**config.mk**
```make
export PLATFORM = sky130hd
export DESIGN_NAME = hexsvm_nearest
export DESIGN_NICKNAME = d
export VERILOG_FILES = /design/src/rtl/hexsvm_pkg.sv /design/src/rtl/hexsvm_split.sv /design/src/rtl/hexsvm_tri.sv /design/src/rtl/hexsvm_duty.sv /design/src/rtl/hexsvm_nearest.sv
export SDC_FILE = /design/constraint.sdc
export NUM_CORES = 1
export LEC_CHECK = 0
export CORE_MARGIN = 2
export CORE_UTILIZATION = 52
export DETAILED_ROUTE_END_ITERATION = 8
export PLACE_DENSITY = 0.82
export SETUP_SLACK_MARGIN = 0.2
export SYNTH_ARGS = -nofsm -noshare
export SYNTH_HDL_FRONTEND = slang
export SYNTH_SLANG_ARGS = --single-unit
```
**constraint.sdc**
```tcl
create_clock -name clk -period 7 [get_ports clk]
set_clock_uncertainty 0.2 [all_clocks]
set_input_delay 1.05 -clock clk [delete_from_list [all_inputs] [get_ports clk]]
set_output_delay 1.05 -clock clk [all_outputs]
set_load 0.02 [all_outputs]
```
**src/rtl/hexsvm_pkg.sv**
```systemverilog
package hexsvm_pkg;

    typedef enum logic {
        TRI_LOWER = 1'b0,
        TRI_UPPER = 1'b1
    } tri_e;

endpackage

```
**src/rtl/hexsvm_split.sv**
```systemverilog
module hexsvm_split #(
    parameter int REF_W  = 16,
    parameter int FRAC_W = 8,
    parameter int VEC_W  = REF_W - FRAC_W + 1
) (
    input  logic [REF_W-1:0]        coord,
    output logic signed [VEC_W-1:0] flo,
    output logic [FRAC_W-1:0]       frac
);
    localparam int INT_W = REF_W - FRAC_W;
    localparam int EXT_W = VEC_W - INT_W;

    // Arithmetic floor: integer field, sign extended by one or more bits
    assign flo  = {{EXT_W{coord[REF_W-1]}}, coord[REF_W-1:FRAC_W]};
    assign frac = coord[FRAC_W-1:0];

endmodule

```
**src/rtl/hexsvm_tri.sv**
```systemverilog
module hexsvm_tri
    import hexsvm_pkg::*;
#(
    parameter int FRAC_W = 8
) (
    input  logic [FRAC_W-1:0] frac_g,
    input  logic [FRAC_W-1:0] frac_h,
    output tri_e              tri_sel
);
    localparam int          SUM_W = FRAC_W + 1;
    localparam logic [SUM_W-1:0] ONE = SUM_W'(1) << FRAC_W;

    logic [SUM_W-1:0] frac_sum;

    // Sum of fractions above one means the point lies past the rhombus diagonal
    assign frac_sum = {1'b0, frac_g} + {1'b0, frac_h};
    assign tri_sel  = (frac_sum > ONE) ? TRI_UPPER : TRI_LOWER;

endmodule

```
**src/rtl/hexsvm_duty.sv**
```systemverilog
module hexsvm_duty
    import hexsvm_pkg::*;
#(
    parameter int FRAC_W = 8,
    parameter int DUTY_W = FRAC_W + 1
) (
    input  logic [FRAC_W-1:0] frac_g,
    input  logic [FRAC_W-1:0] frac_h,
    input  tri_e              tri_sel,
    output logic [DUTY_W-1:0] duty_a,
    output logic [DUTY_W-1:0] duty_b,
    output logic [DUTY_W-1:0] duty_c
);
    localparam int              WIDE_W = DUTY_W + 1;
    localparam logic [WIDE_W-1:0] ONE  = WIDE_W'(1) << FRAC_W;

    logic [WIDE_W-1:0] fg_w;
    logic [WIDE_W-1:0] fh_w;
    logic [WIDE_W-1:0] a_w;
    logic [WIDE_W-1:0] b_w;
    logic [WIDE_W-1:0] c_w;

    always_comb begin
        fg_w = WIDE_W'(frac_g);
        fh_w = WIDE_W'(frac_h);
        if (tri_sel == TRI_UPPER) begin
            a_w = ONE - fh_w;
            b_w = ONE - fg_w;
        end else begin
            a_w = fg_w;
            b_w = fh_w;
        end
        // Third duty absorbs whatever remains so the sum is exact
        c_w    = ONE - a_w - b_w;
        duty_a = a_w[DUTY_W-1:0];
        duty_b = b_w[DUTY_W-1:0];
        duty_c = c_w[DUTY_W-1:0];
    end

endmodule

```
**src/rtl/hexsvm_nearest.sv**
```systemverilog
module hexsvm_nearest
    import hexsvm_pkg::*;
#(
    parameter int REF_W  = 16,
    parameter int FRAC_W = 8,
    parameter int VEC_W  = REF_W - FRAC_W + 1,
    parameter int DUTY_W = FRAC_W + 1
) (
    input  logic                    clk,
    input  logic                    rst_n,
    input  logic                    in_valid,
    input  logic signed [REF_W-1:0] ref_g,
    input  logic signed [REF_W-1:0] ref_h,
    output logic                    out_valid,
    output logic signed [VEC_W-1:0] vec_a_g,
    output logic signed [VEC_W-1:0] vec_a_h,
    output logic signed [VEC_W-1:0] vec_b_g,
    output logic signed [VEC_W-1:0] vec_b_h,
    output logic signed [VEC_W-1:0] vec_c_g,
    output logic signed [VEC_W-1:0] vec_c_h,
    output logic [DUTY_W-1:0]       duty_a,
    output logic [DUTY_W-1:0]       duty_b,
    output logic [DUTY_W-1:0]       duty_c,
    output logic                    tri_upper
);
    localparam int NCOORD = 2;
    localparam int AX_G   = 0;
    localparam int AX_H   = 1;

    typedef struct packed {
        logic                    vld;
        logic signed [VEC_W-1:0] flo_g;
        logic signed [VEC_W-1:0] flo_h;
        logic [FRAC_W-1:0]       fr_g;
        logic [FRAC_W-1:0]       fr_h;
        tri_e                    tri_sel;
    } stg1_t;

    typedef struct packed {
        logic                    vld;
        logic signed [VEC_W-1:0] a_g;
        logic signed [VEC_W-1:0] a_h;
        logic signed [VEC_W-1:0] b_g;
        logic signed [VEC_W-1:0] b_h;
        logic signed [VEC_W-1:0] c_g;
        logic signed [VEC_W-1:0] c_h;
        logic [DUTY_W-1:0]       d_a;
        logic [DUTY_W-1:0]       d_b;
        logic [DUTY_W-1:0]       d_c;
        tri_e                    tri_sel;
    } stg2_t;

    stg1_t s1_d, s1_q;
    stg2_t s2_d, s2_q;

    logic [REF_W-1:0]        coord   [NCOORD];
    logic signed [VEC_W-1:0] flo_w   [NCOORD];
    logic [FRAC_W-1:0]       frac_w  [NCOORD];
    tri_e                    tri_w;
    logic [DUTY_W-1:0]       da_w;
    logic [DUTY_W-1:0]       db_w;
    logic [DUTY_W-1:0]       dc_w;

    assign coord[AX_G] = ref_g;
    assign coord[AX_H] = ref_h;

    // Stage 1: split each coordinate into integer and fractional parts
    for (genvar k = 0; k < NCOORD; k++) begin : g_split
        hexsvm_split #(
            .REF_W  (REF_W),
            .FRAC_W (FRAC_W),
            .VEC_W  (VEC_W)
        ) u_split (
            .coord (coord[k]),
            .flo   (flo_w[k]),
            .frac  (frac_w[k])
        );
    end

    hexsvm_tri #(
        .FRAC_W (FRAC_W)
    ) u_tri (
        .frac_g  (frac_w[AX_G]),
        .frac_h  (frac_w[AX_H]),
        .tri_sel (tri_w)
    );

    // Stage 2: duties from the registered fractions
    hexsvm_duty #(
        .FRAC_W (FRAC_W),
        .DUTY_W (DUTY_W)
    ) u_duty (
        .frac_g  (s1_q.fr_g),
        .frac_h  (s1_q.fr_h),
        .tri_sel (s1_q.tri_sel),
        .duty_a  (da_w),
        .duty_b  (db_w),
        .duty_c  (dc_w)
    );

    always_comb begin
        s1_d         = s1_q;
        s1_d.vld     = in_valid;
        s1_d.flo_g   = flo_w[AX_G];
        s1_d.flo_h   = flo_w[AX_H];
        s1_d.fr_g    = frac_w[AX_G];
        s1_d.fr_h    = frac_w[AX_H];
        s1_d.tri_sel = tri_w;

        s2_d         = s2_q;
        s2_d.vld     = s1_q.vld;
        s2_d.a_g     = s1_q.flo_g + VEC_W'(1);
        s2_d.a_h     = s1_q.flo_h;
        s2_d.b_g     = s1_q.flo_g;
        s2_d.b_h     = s1_q.flo_h + VEC_W'(1);
        if (s1_q.tri_sel == TRI_UPPER) begin
            s2_d.c_g = s1_q.flo_g + VEC_W'(1);
            s2_d.c_h = s1_q.flo_h + VEC_W'(1);
        end else begin
            s2_d.c_g = s1_q.flo_g;
            s2_d.c_h = s1_q.flo_h;
        end
        s2_d.d_a     = da_w;
        s2_d.d_b     = db_w;
        s2_d.d_c     = dc_w;
        s2_d.tri_sel = s1_q.tri_sel;
    end

    always_ff @(posedge clk or negedge rst_n) begin
        if (!rst_n) begin
            s1_q <= '0;
            s2_q <= '0;
        end else begin
            s1_q <= s1_d;
            s2_q <= s2_d;
        end
    end

    assign out_valid = s2_q.vld;
    assign vec_a_g   = s2_q.a_g;
    assign vec_a_h   = s2_q.a_h;
    assign vec_b_g   = s2_q.b_g;
    assign vec_b_h   = s2_q.b_h;
    assign vec_c_g   = s2_q.c_g;
    assign vec_c_h   = s2_q.c_h;
    assign duty_a    = s2_q.d_a;
    assign duty_b    = s2_q.d_b;
    assign duty_c    = s2_q.d_c;
    assign tri_upper = (s2_q.tri_sel == TRI_UPPER);

endmodule

```
# Yosys cells after proc, flatten, opt, wreduce, memory -nomap -nowiden
# Cells that the tools add are included.
classes:
  add_sub_neg: 7
  order_cmp: 1
  mux: 4
op_table:
  columns: ["operator", "n"]
  rows:
  - ["adder 8 x 2 -> 9 bit (second input constant)", 2]
  - ["2-to-1 mux 18 bit", 1]
  - ["2-to-1 mux 9 bit", 2]
  - ["subtractor 9 x 8 -> 9 bit (first input constant)", 2]
  - ["adder 8 x 8 -> 9 bit", 1]
  - ["greater-than comparator 9 bit (second input constant)", 1]
  - ["subtractor 9 bit", 1]
  - ["subtractor 9 bit (first input constant)", 1]
  - ["2-to-1 mux 1 bit", 1]
word_totals:
  register_bits: 115
  out_inout_bits: 83
  word_cells: 29

# Depth between registers and ports, before layout
# Gate-level depths: netlist of the first run.
logic_depth:
  depth_word: 4
  depth_mapped: 15

# By module
# A second synthesis of the first run with hierarchy kept.
hier_totals:
  hier_cells: 396
  hier_area_um2: 5063.6
modules_own_cells:
  columns: ["module", "n_inst", "cells_per_inst", "area_per_inst_um2"]
  rows:
  - ["hexsvm_nearest", 1, 198, 3565.9]
  - ["hexsvm_duty", 1, 127, 924.6]
  - ["hexsvm_tri", 1, 37, 317.8]
  - ["hexsvm_split", 2, 17, 127.6]

# Worst setup path before layout of the first run
# OpenSTA, ideal clock, no wires.
synth_timing:
  path_kind: "register to register"
  from: "reg s1_q[0] in the netlist's numbering"
  to: "reg s2_q (netlist bit duty_c[7])"
  setup_ns: 0.122
  t_arrival_ns: 2.737
  t_required_ns: 6.678
  slack_ns: 3.941
  path_stages_with_launch: 15
  path_buffers: 2
  synth_period_minus_slack_ns: 3.059
  cell_sequence: "dfrtp_1 buf_1 clkbuf_1 o21ai_0 ha_1 inv_1 ha_1 inv_1 fa_1 nor2b_1 o21ai_0 a21boi_0 o21a_1 nor2_1 xnor2_1"
synth_between:
  elab_chain_len: 3
synth_lines:
  columns: ["item", "line", "text"]
  rows:
  - ["from (decl)", "hexsvm_nearest.sv:53", "stg1_t s1_d, s1_q;"]
  - ["from (signal assigned)", "hexsvm_nearest.sv:131", "s1_q <= '0;"]
  - ["from (signal assigned)", "hexsvm_nearest.sv:134", "s1_q <= s1_d;"]
  - ["2-to-1 mux 9 bit", "hexsvm_duty.sv:26", "if (tri_sel == TRI_UPPER) begin"]
  - ["via da_w[1]", "hexsvm_nearest.sv:60", "logic [DUTY_W-1:0] da_w;"]
  - ["subtractor 9 bit (2 in series)", "hexsvm_duty.sv:34", "c_w = ONE - a_w - b_w;"]
  - ["via dc_w[7]", "hexsvm_nearest.sv:62", "logic [DUTY_W-1:0] dc_w;"]
  - ["to (signal assigned)", "hexsvm_nearest.sv:132", "s2_q <= '0;"]
  - ["to (signal assigned)", "hexsvm_nearest.sv:135", "s2_q <= s2_d;"]
  - ["to (decl)", "hexsvm_nearest.sv:54", "stg2_t s2_d, s2_q;"]
# The timed path passes the listed nets, and every way through them passes these cells.

# Worst setup path after layout of the first run
layout_timing:
  from: "reg s1_q[1] in the netlist's numbering"
  to: "reg s2_q (netlist bit duty_c[8])"
layout_between:
  elab_chain_len: 4
layout_lines:
  columns: ["item", "line", "text"]
  rows:
  - ["subtractor 9 x 8 -> 9 bit", "hexsvm_duty.sv:27", "a_w = ONE - fh_w;"]
  - ["2-to-1 mux 9 bit", "hexsvm_duty.sv:26", null]
  - ["via da_w[4]", "hexsvm_nearest.sv:60", null]
  - ["subtractor 9 bit (2 in series)", "hexsvm_duty.sv:34", null]
  - ["via dc_w[8]", "hexsvm_nearest.sv:62", null]
# The timed path passes the listed nets, and every way through them passes these cells.

==> summary.txt, run 1 <==
Synth
  – Asr flop ratio synth: 100.0%
  – Post-synth EDFFs: 0
  – Synth top area cells: dfrtp_1 (64%), ha_1 (7.6%), xnor2_1 (5.9%)
  – Synth Flop Type: dfrtp_1
  – Cells after Synth: 330
  – Syn Nets: 394
  – Cell taking the most area after synthesis: dfrtp_1
  – Top cell type's share of synthesized area: 64.32%
  – Sequential share of the synthesized area: 64.32%
  – Post-Syn Area: 0.004474 mm^2
  – Syn Area/Cell: 13.56 um^2
  – Post-synthesis cell type count: 35
  – YS warnings: 0
  – FF+latch count, synth: 115

Hold path
  – Hold-critical path endpoint: out_valid$_DFF_PN0_
  – HP Class: reg -> reg
  – Hold Path Depth: 0
  – HP Start: s1_q[35]$_DFF_PN0_

Critical path
  – Reg2reg end: duty_c[8]$_DFF_PN0_
  – CP peak stage delay: 0.41 ns
  – Startpoint types: register
  – Worst setup path category: reg -> reg
  – CP max-delay cell: or3b_4
  – Critical path endpoint category: register
  – Crit-path cells: inv_1 -> ha_1 -> or3b_4 -> xor2_1 -> mux2_2 -> inv_1 -> ha_1 -> ha_1 -> inv_1 -> o21ai_0 -> a21o_1 -> o31ai_1 -> xnor2_1
  – R2r worst-path depth: 13
  – R2R setup slack: 3.74 ns
  – CP arrival: 3.43 ns
  – Setup crit start: s1_q[1]$_DFF_PN0_
  – R2R Path Start: s1_q[1]$_DFF_PN0_
  – WP data required: 7.16 ns
  – Max FO, Critical Path: 3

Clock network
  – Post-CTS Resized: 0
  – Clock buffer depth: 2
  – Hold_buf cts: 0
  – Clk slew on worst S/H paths: 0.06 ns
  – Post-CTS setup buffers: 0
  – Cts bufs inserted: 17
  – H-tree Lvls: 4
  – Worst-Skew Late Latency: 0.50 ns
  – Root buffer cell: clkbuf_8
  – # clock sinks: 115
  – CTS tree: built

Layout
  – Final-layout fill cell count: 494
  – # diodes: 0
  – Most frequent cells in the layout: clkdlybuf4s50_1 (116), dfrtp_1 (115), xnor2_1 (30)
  – Cell area after layout: 0.006315 mm^2
  – Multi-input logic area: 0.001454 mm^2
  – Share of cells above drive strength 1: 9.746%
  – Fin cells: 577
  – FF/Latch Area: 0.002878 mm^2
  – Area grow syn2layout: 41.14%
  – Final net count: 524
  – Leading cell type in the layout, fill and taps excluded: clkdlybuf4s50_1

Detailed routing
  – Initial drt markers: 58
  – Routed len/inst: 14.74 um
  – DRC Markers: 0
  – DR vias/cell: 4.815
  – Final WL: 8505 um
  – DR pass1 iterations: 4
  – Via Count: 2778
  – Routed Antenna Nets: 0

Die
  – Standard-cell rows: 33
  – Starting Density: 53.91%
  – Die Ht: 96.76 um
  – I/O pin total: 118
  – Core box area: 0.008299 mm^2
  – Die Width: 96.76 um
  – Die area: 0.009363 mm^2

GRT
  – Initial antenna violation count: 0
  – Number of global-route vias before repair: 3053
  – First-pass GRT wire length: 14510 um
  – Pin count of the biggest net entering global routing: 85
  – Total global routing overflow: 0
  – Tot GR Track Use: 20.01%

Timing
  – Worst slew pin tran: 0.9724 ns
  – Fin crit share: 46.60%
  – Final max-slew violation count: 0
  – RSZ-0062 raised after global routing: false
  – Final setup fails: 0
  – Final min period: 3.262 ns
  – Max Fclk: 306.6 MHz
  – Slew HR: 35.18%
  – Setup tns final: 0 ns
  – Final hold viol count: 0

Placed design
  – DP Area: 0.005752 mm^2
  – Gpl congestion: 0.7603
  – PortBufs: 117
  – Post-DP HPWL: 5928 um
  – Placed cells: 546

Power
  – PwrDens: 309.8 mW/mm^2
  – Leak: 0.002861 uW
  – Peak supply drop: 0.0001736 V

Outcome
  – Status: completed

Flow run
  – Maxcap violations: 0
metrics by stage:
step | setup slack (ns) | hold WS, ns | power [uW] | util (%)
final | 3.738 | 0.1497 | 1956 | 76.09
after global routing | 3.536 | 0.1663 | 2042 | 76.09
after CTS | 3.700 | 0.1518 | 1974 | 76.09
after detailed placement | 3.720 | 0.1381 | 1163 | 69.31
after global placement | 3.765 | 0.1374 | 1155 | 69.31
after floorplan | 3.941 | 0.1312 | 976.3 | -
synth_stat cells (3+ instances only):
library cell,count
ha_1,27
a21o_1,3
mux2_2,7
clkbuf_1,4
o21ai_0,8
mux2i_1,7
a21oi_1,8
dfrtp_1,115
and3_1,8
nor3_1,5
xor2_1,20
nand2_1,17
xnor2_1,30
inv_1,28
nand3_1,5
nor2_1,10
cell families after synthesis:
logic type | share of synthesized area, %
adders and majority gates | 8.445
muxes | 3.328
and+or+nand+nor | 6.795
DFF | 64.32
AOI/OAI and AO/OA | 3.775
buffers and inverters | 3.188
xor gates and xnor gates | 10.15
worst max-delay path, delay by kind of cell, from the launching register on:
kind                       cells  cell delay [ns]
buffers and inverters          3             0.24
adders and majority gates      3             0.74
AOI/OAI and AO/OA              3             0.58
muxes                          1             0.27
xor gates and xnor gates       2             0.28
and+or+nand+nor                1             0.41
DFF                            1             0.40
worst max path at each step:
| stage | to | slack (ns) | depth (start not counted) |
|---|---|---|---|
| CTS | duty_c[8]$_DFF_PN0_ | 3.70 | 13 |
| finish | duty_c[8]$_DFF_PN0_ | 3.74 | 13 |
| detailed placement | s1_q[0]$_DFF_PN0_ | 3.72 | 9 |
| floorplan | duty_c[7]$_DFF_PN0_ | 3.94 | 14 |
| global placement | s1_q[0]$_DFF_PN0_ | 3.77 | 7 |
| global route | duty_c[7]$_DFF_PN0_ | 3.54 | 13 |
final cells by class:
class | count | area share [%]
tap | 105 | 2.080
sequential | 115 | 45.57
multi-input combinational | 179 | 23.02
clock inverter | 13 | 2.140
inverter | 28 | 1.664
clock buffer | 18 | 6.776
timing repair buffer | 119 | 18.74
flip-flops by register name (all words and copies together), names as in the netlist:
| register | count |
|---|---|
| vec_c_h | 9 |
| duty_a | 9 |
| s1_q | 34 |
| vec_b_g | 8 |
| vec_c_g | 9 |
| duty_b | 9 |
| vec_a_g | 9 |
| vec_b_h | 9 |
| out_valid | 1 |
| tri_upper | 1 |
| duty_c | 9 |
| vec_a_h | 8 |
routing by layer:
layer | wire [um] | global-route usage [%] | vias up
li1 | - | - | 1339
met1 | 3425 | 22.49 | 1326
met2 | 4515 | 35.31 | 105
met3 | 468 | 6.936 | 8
met4 | 95 | 7.151 | 0
met5 | 0 | 0 | -
where the power goes:
part           leakage (uW)  switching (uW)  internal, uW  total (uW)
Sequential          0.00135            30.0           732         762
Clock              0.000265             291           512         803
Combinational       0.00125             203           188         391
Note: power is estimated with default switching activity, not from simulation.
==> run 2: changes to the inputs <==
--- a/config.mk
+++ b/config.mk
@@ -6,9 +6,9 @@
 export NUM_CORES = 1
 export LEC_CHECK = 0
 export CORE_MARGIN = 2
-export CORE_UTILIZATION = 52
+export CORE_UTILIZATION = 48
 export DETAILED_ROUTE_END_ITERATION = 8
-export PLACE_DENSITY = 0.82
+export PLACE_DENSITY = 0.76
 export SETUP_SLACK_MARGIN = 0.2
 export SYNTH_ARGS = -nofsm -noshare
 export SYNTH_HDL_FRONTEND = slang
==> constraint.sdc (replaced) <==
create_clock -name clk -period 3.3 [get_ports clk]
set_clock_uncertainty 0.2 [all_clocks]
set_input_delay 0.495 -clock clk [delete_from_list [all_inputs] [get_ports clk]]
set_output_delay 0.495 -clock clk [all_outputs]
set_load 0.02 [all_outputs]
==> summary.txt, run 2 (synthesis results as in run 1) <==
Clock network
  – Cts bufs inserted: 17 (unchanged)
  – Clock buffer depth: 2 (unchanged)
  – H-tree Lvls: 4 (unchanged)
  – Worst-Skew Late Latency: 0.51 ns (about the same)
  – Root buffer cell: clkbuf_8
  – CTS tree: built
  – Clk slew on worst S/H paths: 0.06 ns (about the same)
  – # clock sinks: 115 (unchanged)

Outcome
  – Status: completed

Layout
  – Final-layout fill cell count: 574 (+16%)
  – Final net count: 532 (+1.5%)
  – Finished Core Util: 71.36% (-4.7 points)
  – Leading cell type in the layout, fill and taps excluded: clkdlybuf4s50_1
  – FF/Latch Area: 0.002879 mm^2 (about the same)
  – Share of cells above drive strength 1: 13.93% (+4.2 points)
  – Cell area after layout: 0.006531 mm^2 (+3.4%)
  – Top reg by flops: s1_q
  – # diodes: 0 (unchanged)
  – Multi-input logic area: 0.001525 mm^2 (+4.9%)
  – Area grow syn2layout: 45.97%
  – Largest register FFs: 34 (unchanged)
  – Most frequent cells in the layout: clkdlybuf4s50_1 (116), dfrtp_1 (114), xnor2_1 (30)

Die
  – Die Ht: 100.5 um (+3.9%)
  – Die Width: 100.5 um (+3.9%)
  – Starting Density: 48.89% (-5.0 points)
  – Die area: 0.01011 mm^2 (+8.0%)
  – I/O pin total: 118 (unchanged)
  – Standard-cell rows: 35 (+6.1%)
  – Core box area: 0.009153 mm^2 (+10%)

GRT
  – Number of global-route vias before repair: 2999 (-1.8%)
  – Total global routing overflow: 0 (unchanged)
  – Tot GR Track Use: 19.11% (-0.90 points)
  – First-pass GRT wire length: 14280 um (-1.6%)
  – Pin count of the biggest net entering global routing: 90 (+5.9%)
  – Initial antenna violation count: 0 (unchanged)

Critical path
  – Reg2reg end: duty_c[6]$_DFF_PN0_
  – Worst setup path category: reg -> reg
  – WP data required: 3.53 ns (-3.63 ns)
  – Crit-path cells: inv_2 -> ha_2 -> or3b_4 -> xor2_1 -> mux2_2 -> inv_2 -> ha_4 -> ha_4 -> inv_1 -> o21ai_2 -> a21o_1 -> buf_4 -> xor2_1
  – R2r worst-path depth: 13 (unchanged)
  – R2R setup slack: 0.31 ns (-3.43 ns)
  – Crit-path leading delay family: adder cells
  – CP max-delay cell: or3b_4
  – CP arrival: 3.22 ns (-0.21 ns)
  – Max FO, Critical Path: 3 (unchanged)
  – Critical path endpoint category: register
  – CP peak stage delay: 0.41 ns (about the same)
  – R2R Path Start: s1_q[1]$_DFF_PN0_
  – Startpoint types: register
  – Buf+Inv Stages, Crit Path: 4 (+1)

Hold path
  – HP Start: s1_q[35]$_DFF_PN0_
  – HP Class: reg -> reg
  – Hold Path Depth: 0 (unchanged)
  – Hold-critical path endpoint: out_valid$_DFF_PN0_

Detailed routing
  – DR pass1 iterations: 4 (unchanged)
  – DRC Markers: 0 (unchanged)
  – Routed len/inst: 15.29 um (+3.7%)
  – DR vias/cell: 4.883 (+1.4%)
  – Initial drt markers: 89 (+53%)
  – Routed Antenna Nets: 0 (unchanged)
  – Via Count: 2891 (+4.1%)
  – Final WL: 9051 um (+6.4%)

Power
  – Psw: 1183 uW (+130%)
  – Flop pwr share: 36.7% (-2.3 points)
  – Share of total power in combinational logic: 20.5% (+0.5 points)
  – Pint: 3231 uW (+130%)
  – Peak supply drop: 0.0003739 V (+120%)
  – PwrDens: 675.8 mW/mm^2 (+120%)
  – Sw Share: 26.80% (about the same)
  – Clock group share of total power: 42.8% (+1.8 points)
  – Leak: 0.002924 uW (+2.2%)

Timing
  – Final max-slew violation count: 0 (unchanged)
  – Final setup fails: 0 (unchanged)
  – Final min period: 2.992 ns (-0.2697 ns)
  – Slew HR: 69.41% (+34 points)
  – Fin crit share: 90.67% (+44 points)
  – Post-route setup slack: 0.3079 ns (-3.430 ns)
  – Max Fclk: 334.2 MHz (+9.0%)
  – Setup tns final: 0 ns (unchanged)
  – Final hold viol count: 0 (unchanged)
  – Worst slew pin tran: 0.4588 ns (-0.5135 ns)
  – RSZ-0062 raised after global routing: true

Placed design
  – PortBufs: 117 (unchanged)
  – Place WS: 0.1268 ns (-3.594 ns)
  – DP Area: 0.005779 mm^2 (+0.48%)
  – Post-DP HPWL: 6271 um (+5.8%)
  – Gpl congestion: 0.8248 (+8.5%)

Flow run
  – Maxcap violations: 0 (unchanged)
## run 2: power groups by stage
stage,clock network (uW),registers [uW],logic (uW)
2_1_floorplan,0,1790,282
3_3_place_gp,0,1640,823
3_5_place_dp,0,1640,839
4_1_cts,1920,1620,871
5_1_grt,1990,1640,973
6_report,1890,1620,903
## run 2: worst max-delay path by stage
stage                             from                   to  slack [ns]  cells past startpoint
floorplan            s1_q[0]$_DFF_PN0_  duty_c[7]$_DFF_PN0_        0.24                     14
global placement     s1_q[1]$_DFF_PN0_  duty_c[8]$_DFF_PN0_        0.21                     13
detailed placement   s1_q[1]$_DFF_PN0_  duty_c[8]$_DFF_PN0_        0.13                     13
CTS                  s1_q[1]$_DFF_PN0_  duty_c[8]$_DFF_PN0_        0.20                     13
global route        s1_q[11]$_DFF_PN0_  duty_c[7]$_DFF_PN0_        0.19                     11
finish               s1_q[1]$_DFF_PN0_  duty_c[6]$_DFF_PN0_        0.31                     13
## run 2: what timing repair did
item,4_1_cts,5_1_grt
pin swaps,2,6
endpoints found under the hold margin,26,0
endpoints found under the setup margin,2,3
hold buffers,1,0
gates resized for setup,6,15
setup buffers,1,5
## run 2: final cells by class
| class | count | area share [%] |
|---|---|---|
| Sequential cell | 115 | 44.08 |
| Multi-Input combinational cell | 179 | 23.35 |
| Timing Repair Buffer | 127 | 19.33 |
| Clock buffer | 18 | 6.398 |
| Clock inverter | 14 | 3.103 |
| Tap cell | 111 | 2.126 |
| Inverter | 28 | 1.609 |
## run 2: stage by stage
stage                     power, uW  hold WS, ns  std cells
after floorplan                2071   -0.0005910        330
after global placement         2465       0.1395        553
after detailed placement       2482       0.1451        553
after CTS                      4415       0.1590        587
after global routing           4598       0.1792        592
final                          4414       0.1535        592
## run 2: routing by layer
layer | wire, um | global-route usage (%)
met5 | 0 | 0
met4 | 151 | 7.376
met3 | 610 | 7.420
met2 | 4682 | 34.18
met1 | 3605 | 20.30
